==> src/rtl/skip_pkg.sv <==
// Package: shared opcode masks and the operation kind for the skip sequencer.
// Assumes 16-bit instruction words.
package skip_pkg;

    typedef enum logic [1:0] {
        SKOP_NONE  = 2'd0,
        SKOP_REGEQ = 2'd1,
        SKOP_IOBIT = 2'd2
    } skip_op_e;

    localparam int unsigned WORD_W   = 16;
    localparam int unsigned RADDR_W  = 5;
    localparam int unsigned IOADDR_W = 5;
    localparam int unsigned DATA_W   = 8;

    localparam logic [15:0] REGEQ_MASK = 16'hFC00;
    localparam logic [15:0] REGEQ_PAT  = 16'h1000;
    localparam logic [15:0] IOBIT_MASK = 16'hFF00;
    localparam logic [15:0] IOBIT_PAT  = 16'h9B00;
    // long jump / long call
    localparam logic [15:0] LFLOW_MASK = 16'hFE0C;
    localparam logic [15:0] LFLOW_PAT  = 16'h940C;
    // direct load / direct store
    localparam logic [15:0] DMEM_MASK  = 16'hFC0F;
    localparam logic [15:0] DMEM_PAT   = 16'h9000;

endpackage

==> src/rtl/skip_op_decode.sv <==
// Module: skip_op_decode
// Classifies the current word as a register-equality skip, an I/O bit skip
// or neither, and extracts the operand fields. Purely combinational.
module skip_op_decode
    import skip_pkg::*;
(
    input  logic [WORD_W-1:0]   word,
    output skip_op_e            op,
    output logic [RADDR_W-1:0]  reg_a,
    output logic [RADDR_W-1:0]  reg_b,
    output logic [IOADDR_W-1:0] io_sel,
    output logic [2:0]          bit_sel
);

    // Match the opcode patterns in a fixed priority (they are disjoint).
    always_comb begin
        if ((word & REGEQ_MASK) == REGEQ_PAT)
            op = SKOP_REGEQ;
        else if ((word & IOBIT_MASK) == IOBIT_PAT)
            op = SKOP_IOBIT;
        else
            op = SKOP_NONE;
    end

    // Operand fields; they are meaningful only for the matching operation.
    always_comb begin
        reg_a   = {word[8], word[7:4]};
        reg_b   = {word[9], word[3:0]};
        io_sel  = word[7:3];
        bit_sel = word[2:0];
    end

endmodule

==> src/rtl/skip_len_decode.sv <==
// Module: skip_len_decode
// Reports whether an instruction word is the first word of a two-word
// instruction. Parameters select which two-word families the core has.
module skip_len_decode
    import skip_pkg::*;
#(
    parameter bit HAS_LONG_FLOW  = 1'b1,
    parameter bit HAS_DIRECT_MEM = 1'b1
) (
    input  logic [WORD_W-1:0] word,
    output logic              two_word
);

    logic lflow_hit;
    logic dmem_hit;

    generate
        if (HAS_LONG_FLOW) begin : g_lflow
            // Long jump or long call opcode.
            assign lflow_hit = ((word & LFLOW_MASK) == LFLOW_PAT);
        end else begin : g_no_lflow
            assign lflow_hit = 1'b0;
        end

        if (HAS_DIRECT_MEM) begin : g_dmem
            // Direct load or direct store opcode.
            assign dmem_hit = ((word & DMEM_MASK) == DMEM_PAT);
        end else begin : g_no_dmem
            assign dmem_hit = 1'b0;
        end
    endgenerate

    // Combine the families.
    always_comb two_word = lflow_hit | dmem_hit;

endmodule

==> src/rtl/skip_cond.sv <==
// Module: skip_cond
// Evaluates the skip condition from the read data. Register equality
// compares all bits and affects no flags. Combinational.
module skip_cond
    import skip_pkg::*;
(
    input  skip_op_e            op,
    input  logic [DATA_W-1:0]   a_val,
    input  logic [DATA_W-1:0]   b_val,
    input  logic [DATA_W-1:0]   io_val,
    input  logic [2:0]          bit_sel,
    output logic                take
);

    // Select the condition of the decoded operation.
    always_comb begin
        unique case (op)
            SKOP_REGEQ: take = (a_val == b_val);
            SKOP_IOBIT: take = io_val[bit_sel];
            default:    take = 1'b0;
        endcase
    end

endmodule

==> src/rtl/skip_seq.sv <==
// Module: skip_seq (top)
// Resolves the PC step and the cycle cost of conditional skip operations.
// Assumes the register and I/O read data return in the same cycle as the
// address. The result is registered one clock after issue_valid.
module skip_seq
    import skip_pkg::*;
#(
    parameter int unsigned PC_W           = 16,
    parameter bit          HAS_LONG_FLOW  = 1'b1,
    parameter bit          HAS_DIRECT_MEM = 1'b1
) (
    input  logic                clk,
    input  logic                rst_n,
    input  logic                issue_valid,
    input  logic [PC_W-1:0]     pc,
    input  logic [15:0]         cur_word,
    input  logic [15:0]         next_word,
    output logic [4:0]          rf_addr_a,
    output logic [4:0]          rf_addr_b,
    input  logic [7:0]          rf_data_a,
    input  logic [7:0]          rf_data_b,
    output logic [4:0]          io_addr,
    input  logic [7:0]          io_data,
    output logic                res_valid,
    output logic [PC_W-1:0]     res_pc,
    output logic [1:0]          res_cycles,
    output logic                res_skip
);

    localparam logic [1:0] CYC_PLAIN = 2'd1;
    localparam logic [1:0] CYC_SKIP1 = 2'd2;
    localparam logic [1:0] CYC_SKIP2 = 2'd3;

    skip_op_e   op;
    logic [2:0] bit_sel;
    logic       take;
    logic       two_word;
    logic [1:0] cyc_nx;
    logic [PC_W-1:0] pc_nx;

    skip_op_decode u_op_dec (
        .word    (cur_word),
        .op      (op),
        .reg_a   (rf_addr_a),
        .reg_b   (rf_addr_b),
        .io_sel  (io_addr),
        .bit_sel (bit_sel)
    );

    skip_len_decode #(
        .HAS_LONG_FLOW  (HAS_LONG_FLOW),
        .HAS_DIRECT_MEM (HAS_DIRECT_MEM)
    ) u_len_dec (
        .word     (next_word),
        .two_word (two_word)
    );

    skip_cond u_cond (
        .op      (op),
        .a_val   (rf_data_a),
        .b_val   (rf_data_b),
        .io_val  (io_data),
        .bit_sel (bit_sel),
        .take    (take)
    );

    // Step size: one word, or one plus the length of the discarded word.
    always_comb begin
        if (!take)
            cyc_nx = CYC_PLAIN;
        else if (two_word)
            cyc_nx = CYC_SKIP2;
        else
            cyc_nx = CYC_SKIP1;
        pc_nx = pc + PC_W'(cyc_nx);
    end

    // Result register: pulse valid and capture the step for each issue.
    always_ff @(posedge clk) begin
        if (!rst_n) begin
            res_valid  <= 1'b0;
            res_pc     <= '0;
            res_cycles <= 2'd0;
            res_skip   <= 1'b0;
        end else begin
            res_valid <= issue_valid;
            if (issue_valid) begin
                res_pc     <= pc_nx;
                res_cycles <= cyc_nx;
                res_skip   <= take;
            end
        end
    end

    AST_VALID_FOLLOWS_ISSUE: assert property (@(posedge clk) disable iff (!rst_n)
        res_valid |-> $past(issue_valid));
    AST_PC_STEP: assert property (@(posedge clk) disable iff (!rst_n)
        res_valid |-> (res_pc == $past(pc) + PC_W'(res_cycles)));
    AST_NOSKIP_ONE_CYCLE: assert property (@(posedge clk) disable iff (!rst_n)
        (res_valid && !res_skip) |-> (res_cycles == 2'd1));
    AST_SKIP_MULTI_CYCLE: assert property (@(posedge clk) disable iff (!rst_n)
        (res_valid && res_skip) |-> (res_cycles == 2'd2 || res_cycles == 2'd3));
    AST_NONSKIP_OP: assert property (@(posedge clk) disable iff (!rst_n)
        (issue_valid && ((cur_word & REGEQ_MASK) != REGEQ_PAT)
                     && ((cur_word & IOBIT_MASK) != IOBIT_PAT)) |=> !res_skip);
    AST_HOLD_IDLE: assert property (@(posedge clk) disable iff (!rst_n)
        !issue_valid |=> ($stable(res_pc) && $stable(res_cycles)));

endmodule

==> config.mk <==
export PLATFORM = sky130hd
export DESIGN_NAME = skip_seq
export DESIGN_NICKNAME = d
export VERILOG_FILES = /design/src/rtl/skip_pkg.sv /design/src/rtl/skip_op_decode.sv /design/src/rtl/skip_len_decode.sv /design/src/rtl/skip_cond.sv /design/src/rtl/skip_seq.sv
export SDC_FILE = /design/constraint.sdc
export NUM_CORES = 1
export LEC_CHECK = 0
export ABC_AREA = 1
export CORE_ASPECT_RATIO = 0.5
export CORE_MARGIN = 2
export CORE_UTILIZATION = 38
export CTS_CLUSTER_DIAMETER = 30
export DETAILED_ROUTE_END_ITERATION = 6
export PLACE_DENSITY = 0.86
export SYNTH_ARGS = -nofsm -noshare
export SYNTH_HDL_FRONTEND = slang
export SYNTH_SLANG_ARGS = --single-unit
==> constraint.sdc <==
create_clock -name clk -period 4.77 [get_ports clk]
set_input_delay 0.954 -clock clk [delete_from_list [all_inputs] [get_ports clk]]
set_output_delay 0.954 -clock clk [all_outputs]
set_load 0.01 [all_outputs]
==> results of run 1 <==
==> logic make-up after synthesis <==
kind of cell	after synthesis
AOI/OAI and AO/OA	25
xor gates and xnor gates	6
adders and majority gates	3
buffers and inverters	74
DFF	19
and+or+nand+nor	143
==> cells in the mapped netlist <==
master and number:
ha_1 2, o21ai_0 15, nor2_2 1, nand3b_1 2, fa_1 1, or2_0 1, xor2_1 2, o211ai_1 3
nor3_1 5, a21oi_1 4, nand2_2 3, inv_2 1, buf_4 18, nor2_4 1, o21ai_1 3, nand2_1 65
dfxtp_1 19, nor2_1 40, xnor2_1 4, nand3_1 17, nand4_1 5, nor3b_1 1, clkbuf_1 3, nor3_2 2
inv_1 52
==> area by class of cell <==
type                    instances  area, um^2  area share [%]
multi-input cells             177         851            34.9
repair buffers                 89         891            36.6
flip-flops and latches         19         380            15.6
inverters                      53         199            8.17
well taps                      54        67.6            2.77
clock buffers                   3        41.3            1.70
clock inverters                 1        5.00           0.206
==> power by group through the flow <==
stage	Sequential, mW	Combinational (mW)	Clock (mW)
3_3_place_gp	0.178	0.151	0
4_1_cts	0.176	0.155	0.115
3_5_place_dp	0.179	0.154	0
2_1_floorplan	0.184	0.0657	0
5_1_grt	0.177	0.170	0.123
6_report	0.176	0.154	0.111
==> worst paths after layout <==
check,start,to,slack (ns)
min reg2reg,res_pc[7],res_pc[7],0.48
min,res_pc[7],res_pc[7],0.48
max reg2reg,res_pc[2],res_pc[2],4.04
max,cur_word[0],res_pc[14],1.26
==> sequential cells by signal (all words and copies together), names as in the netlist <==
register and cells:
res_cycles 2, res_pc 16, res_valid 1
==> worst reg2reg max path, cell delays in order (launching register included) <==
cell	delay, ns
dfxtp_1	0.35
nor2_1	0.05
nor2_1	0.13
o21ai_0	0.09
inv_1	0.06
==> through the flow <==
step,hold slack (ns),std cells,total power [mW],utilization (%),cell area [um^2]
CTS,0.483,396,0.446,61.7,2430
global route,0.514,396,0.470,61.7,2430
floorplan,0.516,270,0.250,-,1580
detailed placement,0.462,392,0.333,60.6,2390
global placement,0.463,392,0.329,60.6,2390
finish,0.482,396,0.441,61.7,2430
==> routing by layer <==
metal | global-route usage (%) | up-vias | wire length, um | share of wire, %
met5 | 0 | - | 0 | 0
met2 | 32.6 | 57 | 2140 | 52
met3 | 3.06 | 7 | 259 | 6.3
met1 | 21.1 | 773 | 1710 | 41
li1 | - | 951 | - | -
met4 | 3.62 | 0 | 31 | 0.75
==> impl_results.md, run 1 <==
* WS Path Type: in2reg
* Final hold viol count at 0
* Initial antenna violation count at 0
* VDD IR-drop max at 0.0871 mV
* Clock sinks at 19
* Inserted Clock Buffers at 3
* Yosys cell types at 25
* Fmax at 285 MHz
* Syn avg cell area at 5.84 um^2
* Max cap viols at 0
* Cells on worst reg2reg path at 4
* Worst-path cell chain: clkdlybuf4s50_1 > inv_1 > nand2_1 > nand3_1 > nand2_1 > nand2_1 > nand3_1 > nand2_1 > nand2_1 > ha_1 > inv_1 > fa_1 > nor2_4 > nand3_1 > o21ai_0 > nand3_1 > nand2_1 > inv_1
* Worst slew margin at 30.0%
* Worst path required time at 4.93 ns
* Synth area leaders: dfxtp_1, nand2_1, inv_1, nor2_1, buf_4
* Fill cells at 358
* Layout cells sized above 1 at 3.51%
* Cts hold-fix bufs at 0
* Status: finished clean
* Synth Instances at 270
* Clock transition at path regs at 0.07 ns
* Switching Power at 0.122 mW
* Synth Area in Simple Gates at 39.4%
* Routed Antenna Nets at 0
* Rows at 16
* Clock group share of total power at 25.2%
* Vias per inst at 4.52
* Crit start category: primary input
* Total GRT Usage at 17.5%
* Cell internal pwr at 0.318 mW
* Die width at 95.1 um
* DR pass1 iterations at 4
* Vias in the first global route at 1600
* Synth top area share at 24.1%
* Die Height at 49.5 um
* Comb pwr share at 34.9%
* Max incr delay on CP at 0.57 ns
* Syn nets at 348
* Place WS at 1.00 ns
* Syn-to-layout area delta at 54.4%
* Clk root buf: clkbuf_8
* DRC violations left at 0
* Routed wire length at 4140 um
* Largest net degree at the start of global routing at 33
* Synth Area in XOR/XNOR at 3.33%
* Syn. warnings at 0
* PortBufs at 89
* Most frequent CP cell: nand2_1
* Die Footprint at 0.00471 mm^2
* Placer Congestion at 0.915
* Multiplexer area fraction after synthesis at 0%
* Critical Path Sink Type: register
* WP buf/inv at 4
* Fin nets at 421
* Critical path peak fanout at 7
* RSZ-0062 raised after global routing: false
* Wirelength per Cell at 10.5 um
* # diodes at 0
* DRT iter0 DRCs at 99
* Final setup violation count at 0
* Cell Pwr Density at 181 mW/mm^2
* Synth Area in Compound Gates at 8.41%
* Fin. max-slew vios at 0
* Hpwl dp at 3480 um
* Switching Share at 27.8%
* Clk_lat worst skew at 0.26 ns
* Postcts setup bufs at 0
* Starting Density at 40.0%
* Hold Path Stages at 2
* Final worst slack at 1.26 ns
* Post-route minimum period at 3.51 ns
* Most frequent cells in the layout: clkdlybuf4s50_1, nand2_1, inv_1
* Via Count at 1788
* Levels on crit path at 18
* Worst Tran Pin Value at 1.05 ns
* Congestion Overflow GR at 0
* Post-Syn Area at 0.00158 mm^2
* Seq/Total Area, Yosys at 24.1%
* Worst EP arrival at 3.67 ns
* Leakage power at 1.18 nW
* Sequential Power Share at 39.8%
* Synth Area in Adders at 2.86%
* Core ar. at 0.00394 mm^2
* Synth Register Bits at 19
* I/O Pins at 110
* Setup TNS at 0 ns
* Cell taking the most area after synthesis: dfxtp_1
* Critical-path top delay cell: clkdlybuf4s50_1
* Min-Delay Path Class: reg2reg
* Final worst-path cycle share at 73.5%
* Clock skew at 0 ns
* Top delay family on crit path: simple AND/OR/NAND/NOR gates
* First-pass GRT wire length at 6730 um
* CTS tree: yes
* PostCTS Resize Cnt at 0
* Max Root-Sink Buffers at 2
* H-tree lvl count at 1
* Largest family of logic cells by synthesized area: simple AND/OR/NAND/NOR gates
* Commonest non-fill, non-tap cell in the layout: clkdlybuf4s50_1
No activity file was read; power rests on OpenSTA's default activity.
==> run 2: changes to the inputs <==
CORE_UTILIZATION = 35   (was 38)
PLACE_DENSITY = 0.8   (was 0.86)
clock period = 3.35 ns   (was 4.77 ns; I/O delays follow)
==> run 2 against run 1 <==
Sequential power grew 42%. Non-clock buffer count grew 4. Via count grew 2.0%. First-iteration DRC count shrank 37%. Wire length grew 5.7%. Clock-buffer cell count grew 1. Clock power grew 41%. Die area grew 8.0%. Clock skew is the same. Global-route usage shrank 0.43 points.
==> impl_results.md, run 2 (same netlist as run 1, synthesis figures left out) <==
* PortBufs at 89
* Largest net degree at the start of global routing at 24
* Routed Antenna Nets at 0
* Worst EP arrival at 3.24 ns
* Cell Area, Placed at 0.00241 mm^2
* DRC violations left at 0
* Worst setup path startpoint: cur_word[0]
* FF-to-FF End: res_cycles[1]
* Fmax at 324 MHz
* Clock skew at 0 ns
* Clock group share of total power at 24.9%
* Switching Share at 27.4%
* Worst Tran Pin Value at 0.733 ns
* VDD IR-drop max at 0.171 mV
* Fin. max-slew vios at 0
* R2R Setup Slk at 2.64 ns
* Fin cells at 403
* Crit path capture: res_pc[14]
* Worst reg2reg startpoint: res_cycles[1]
* Cell Pwr Density at 255 mW/mm^2
* Post-route minimum period at 3.08 ns
* Dpl cells at 397
* Status: finished clean
* Switching Power at 0.173 mW
* Starting Density at 36.2%
* Clock transition at path regs at 0.07 ns
* Die Footprint at 0.00509 mm^2
* Vias in the first global route at 1731
* Core ar. at 0.00436 mm^2
* Crit start category: primary input
* Min-Delay Path Class: reg2reg
* DR pass1 iterations at 4
* Via Count at 1824
* # diodes at 0
* Max Root-Sink Buffers at 2
* PostCTS Resize Cnt at 0
* Most flop-heavy register: res_pc
* Wirelength per Cell at 10.9 um
* Inserted Clock Buffers at 3
* Leakage power at 1.20 nW
* Worst Hold Launch: res_pc[7]
* Die width at 98.9 um
* Total GRT Usage at 17.1%
* Cells on worst reg2reg path at 4
* Hpwl dp at 3630 um
* DRT iter0 DRCs at 62
* Syn-to-layout area delta at 56.5%
* Design Power at 0.629 mW
* CTS tree: yes
* Rows at 17
* Placer Congestion at 0.862
* Vias per inst at 4.53
* Number of flip-flops in the largest register at 16
* Hold Path Stages at 2
* I/O Pins at 110
* Cell internal pwr at 0.457 mW
* Commonest non-fill, non-tap cell in the layout: clkdlybuf4s50_1
* Fin area at 0.00247 mm^2
* Final worst-path cycle share at 92.0%
* Worst slew margin at 51.0%
* Clk_lat worst skew at 0.25 ns
* RSZ-0062 raised after global routing: false
* Critical Path Sink Type: register
* Most frequent cells in the layout: clkdlybuf4s50_1, nand2_1, inv_1
* Congestion Overflow GR at 0
* Routed wire length at 4370 um
* Fin nets at 425
* Regs by FF count: res_pc (16), res_cycles (2), res_valid (1)
* Max cap viols at 0
* Final worst slack at 0.268 ns
* First-pass GRT wire length at 7110 um
* Initial antenna violation count at 0
* Final hold viol count at 0
* WS Path Type: in2reg
* Place WS at -0.0544 ns
* H-tree lvl count at 1
* Clock sinks at 19
* Worst path required time at 3.51 ns
* Layout cells sized above 1 at 4.34%
* Final setup violation count at 0
* Die Height at 51.5 um
* Clk root buf: clkbuf_8
* Critical path peak fanout at 6
* Sequential Power Share at 39.7%
* Comb pwr share at 35.3%
-- run 2: metrics by stage --
| stage | hold slack, ns | utilization [%] | setup TNS, ns |
|---|---|---|---|
| global route | 0.550 | 56.6 | 0 |
| CTS | 0.494 | 56.2 | 0 |
| global placement | 0.465 | 55.2 | 0 |
| finish | 0.490 | 56.6 | 0 |
| detailed placement | 0.471 | 55.2 | -0.0544 |
| floorplan | 0.516 | - | 0 |
-- run 2: repair_timing --
action | 4_1_cts | 5_1_grt
setup endpoints to repair | 0 | 1
setup buffers | 0 | 2
hold buffers | 0 | 0
-- run 2: power by group through the flow --
| stage | logic (mW) | registers [mW] | clock network, mW |
|---|---|---|---|
| 6_report | 0.222 | 0.250 | 0.157 |
| 4_1_cts | 0.222 | 0.250 | 0.160 |
| 3_5_place_dp | 0.221 | 0.255 | 0 |
| 2_1_floorplan | 0.0935 | 0.262 | 0 |
| 3_3_place_gp | 0.216 | 0.254 | 0 |
| 5_1_grt | 0.245 | 0.252 | 0.176 |
-- run 2: layer usage --
metal / up-vias / share of wire, % / global-route usage (%)
met4: 0 / 1.5 / 5.94
met3: 6 / 5.9 / 2.87
li1: 961 / - / -
met5: - / 0 / 0
met2: 63 / 53 / 34.8
met1: 794 / 40 / 18.1
-- run 2: worst max-delay path, stage by stage --
cell	delay (ns)
clkdlybuf4s50_1	0.57
inv_1	0.12
nand2_1	0.07
nand3_1	0.08
nand2_1	0.07
nand2_1	0.05
nand3_1	0.06
nand2_1	0.10
nand2_1	0.07
ha_1	0.16
inv_1	0.06
fa_1	0.44
nor2_4	0.13
nand3_1	0.14
o21ai_0	0.22
nand3_1	0.11
nand2_1	0.07
inv_1	0.03
-- run 2: how the worst min path moves through the flow --
stage	slack (ns)	end
floorplan	0.52	res_pc[10]
global placement	0.47	res_pc[7]
detailed placement	0.47	res_pc[7]
CTS	0.49	res_pc[7]
global route	0.55	res_pc[7]
finish	0.49	res_pc[7]
-- run 2: area by class of cell --
cell class / count / area [um^2]
clock buffers: 4 / 45.0
fillers: 408 / 1890
inverters: 53 / 199
multi-input cells: 177 / 851
flip-flops and latches: 19 / 380
well taps: 57 / 71.3
repair buffers: 93 / 921
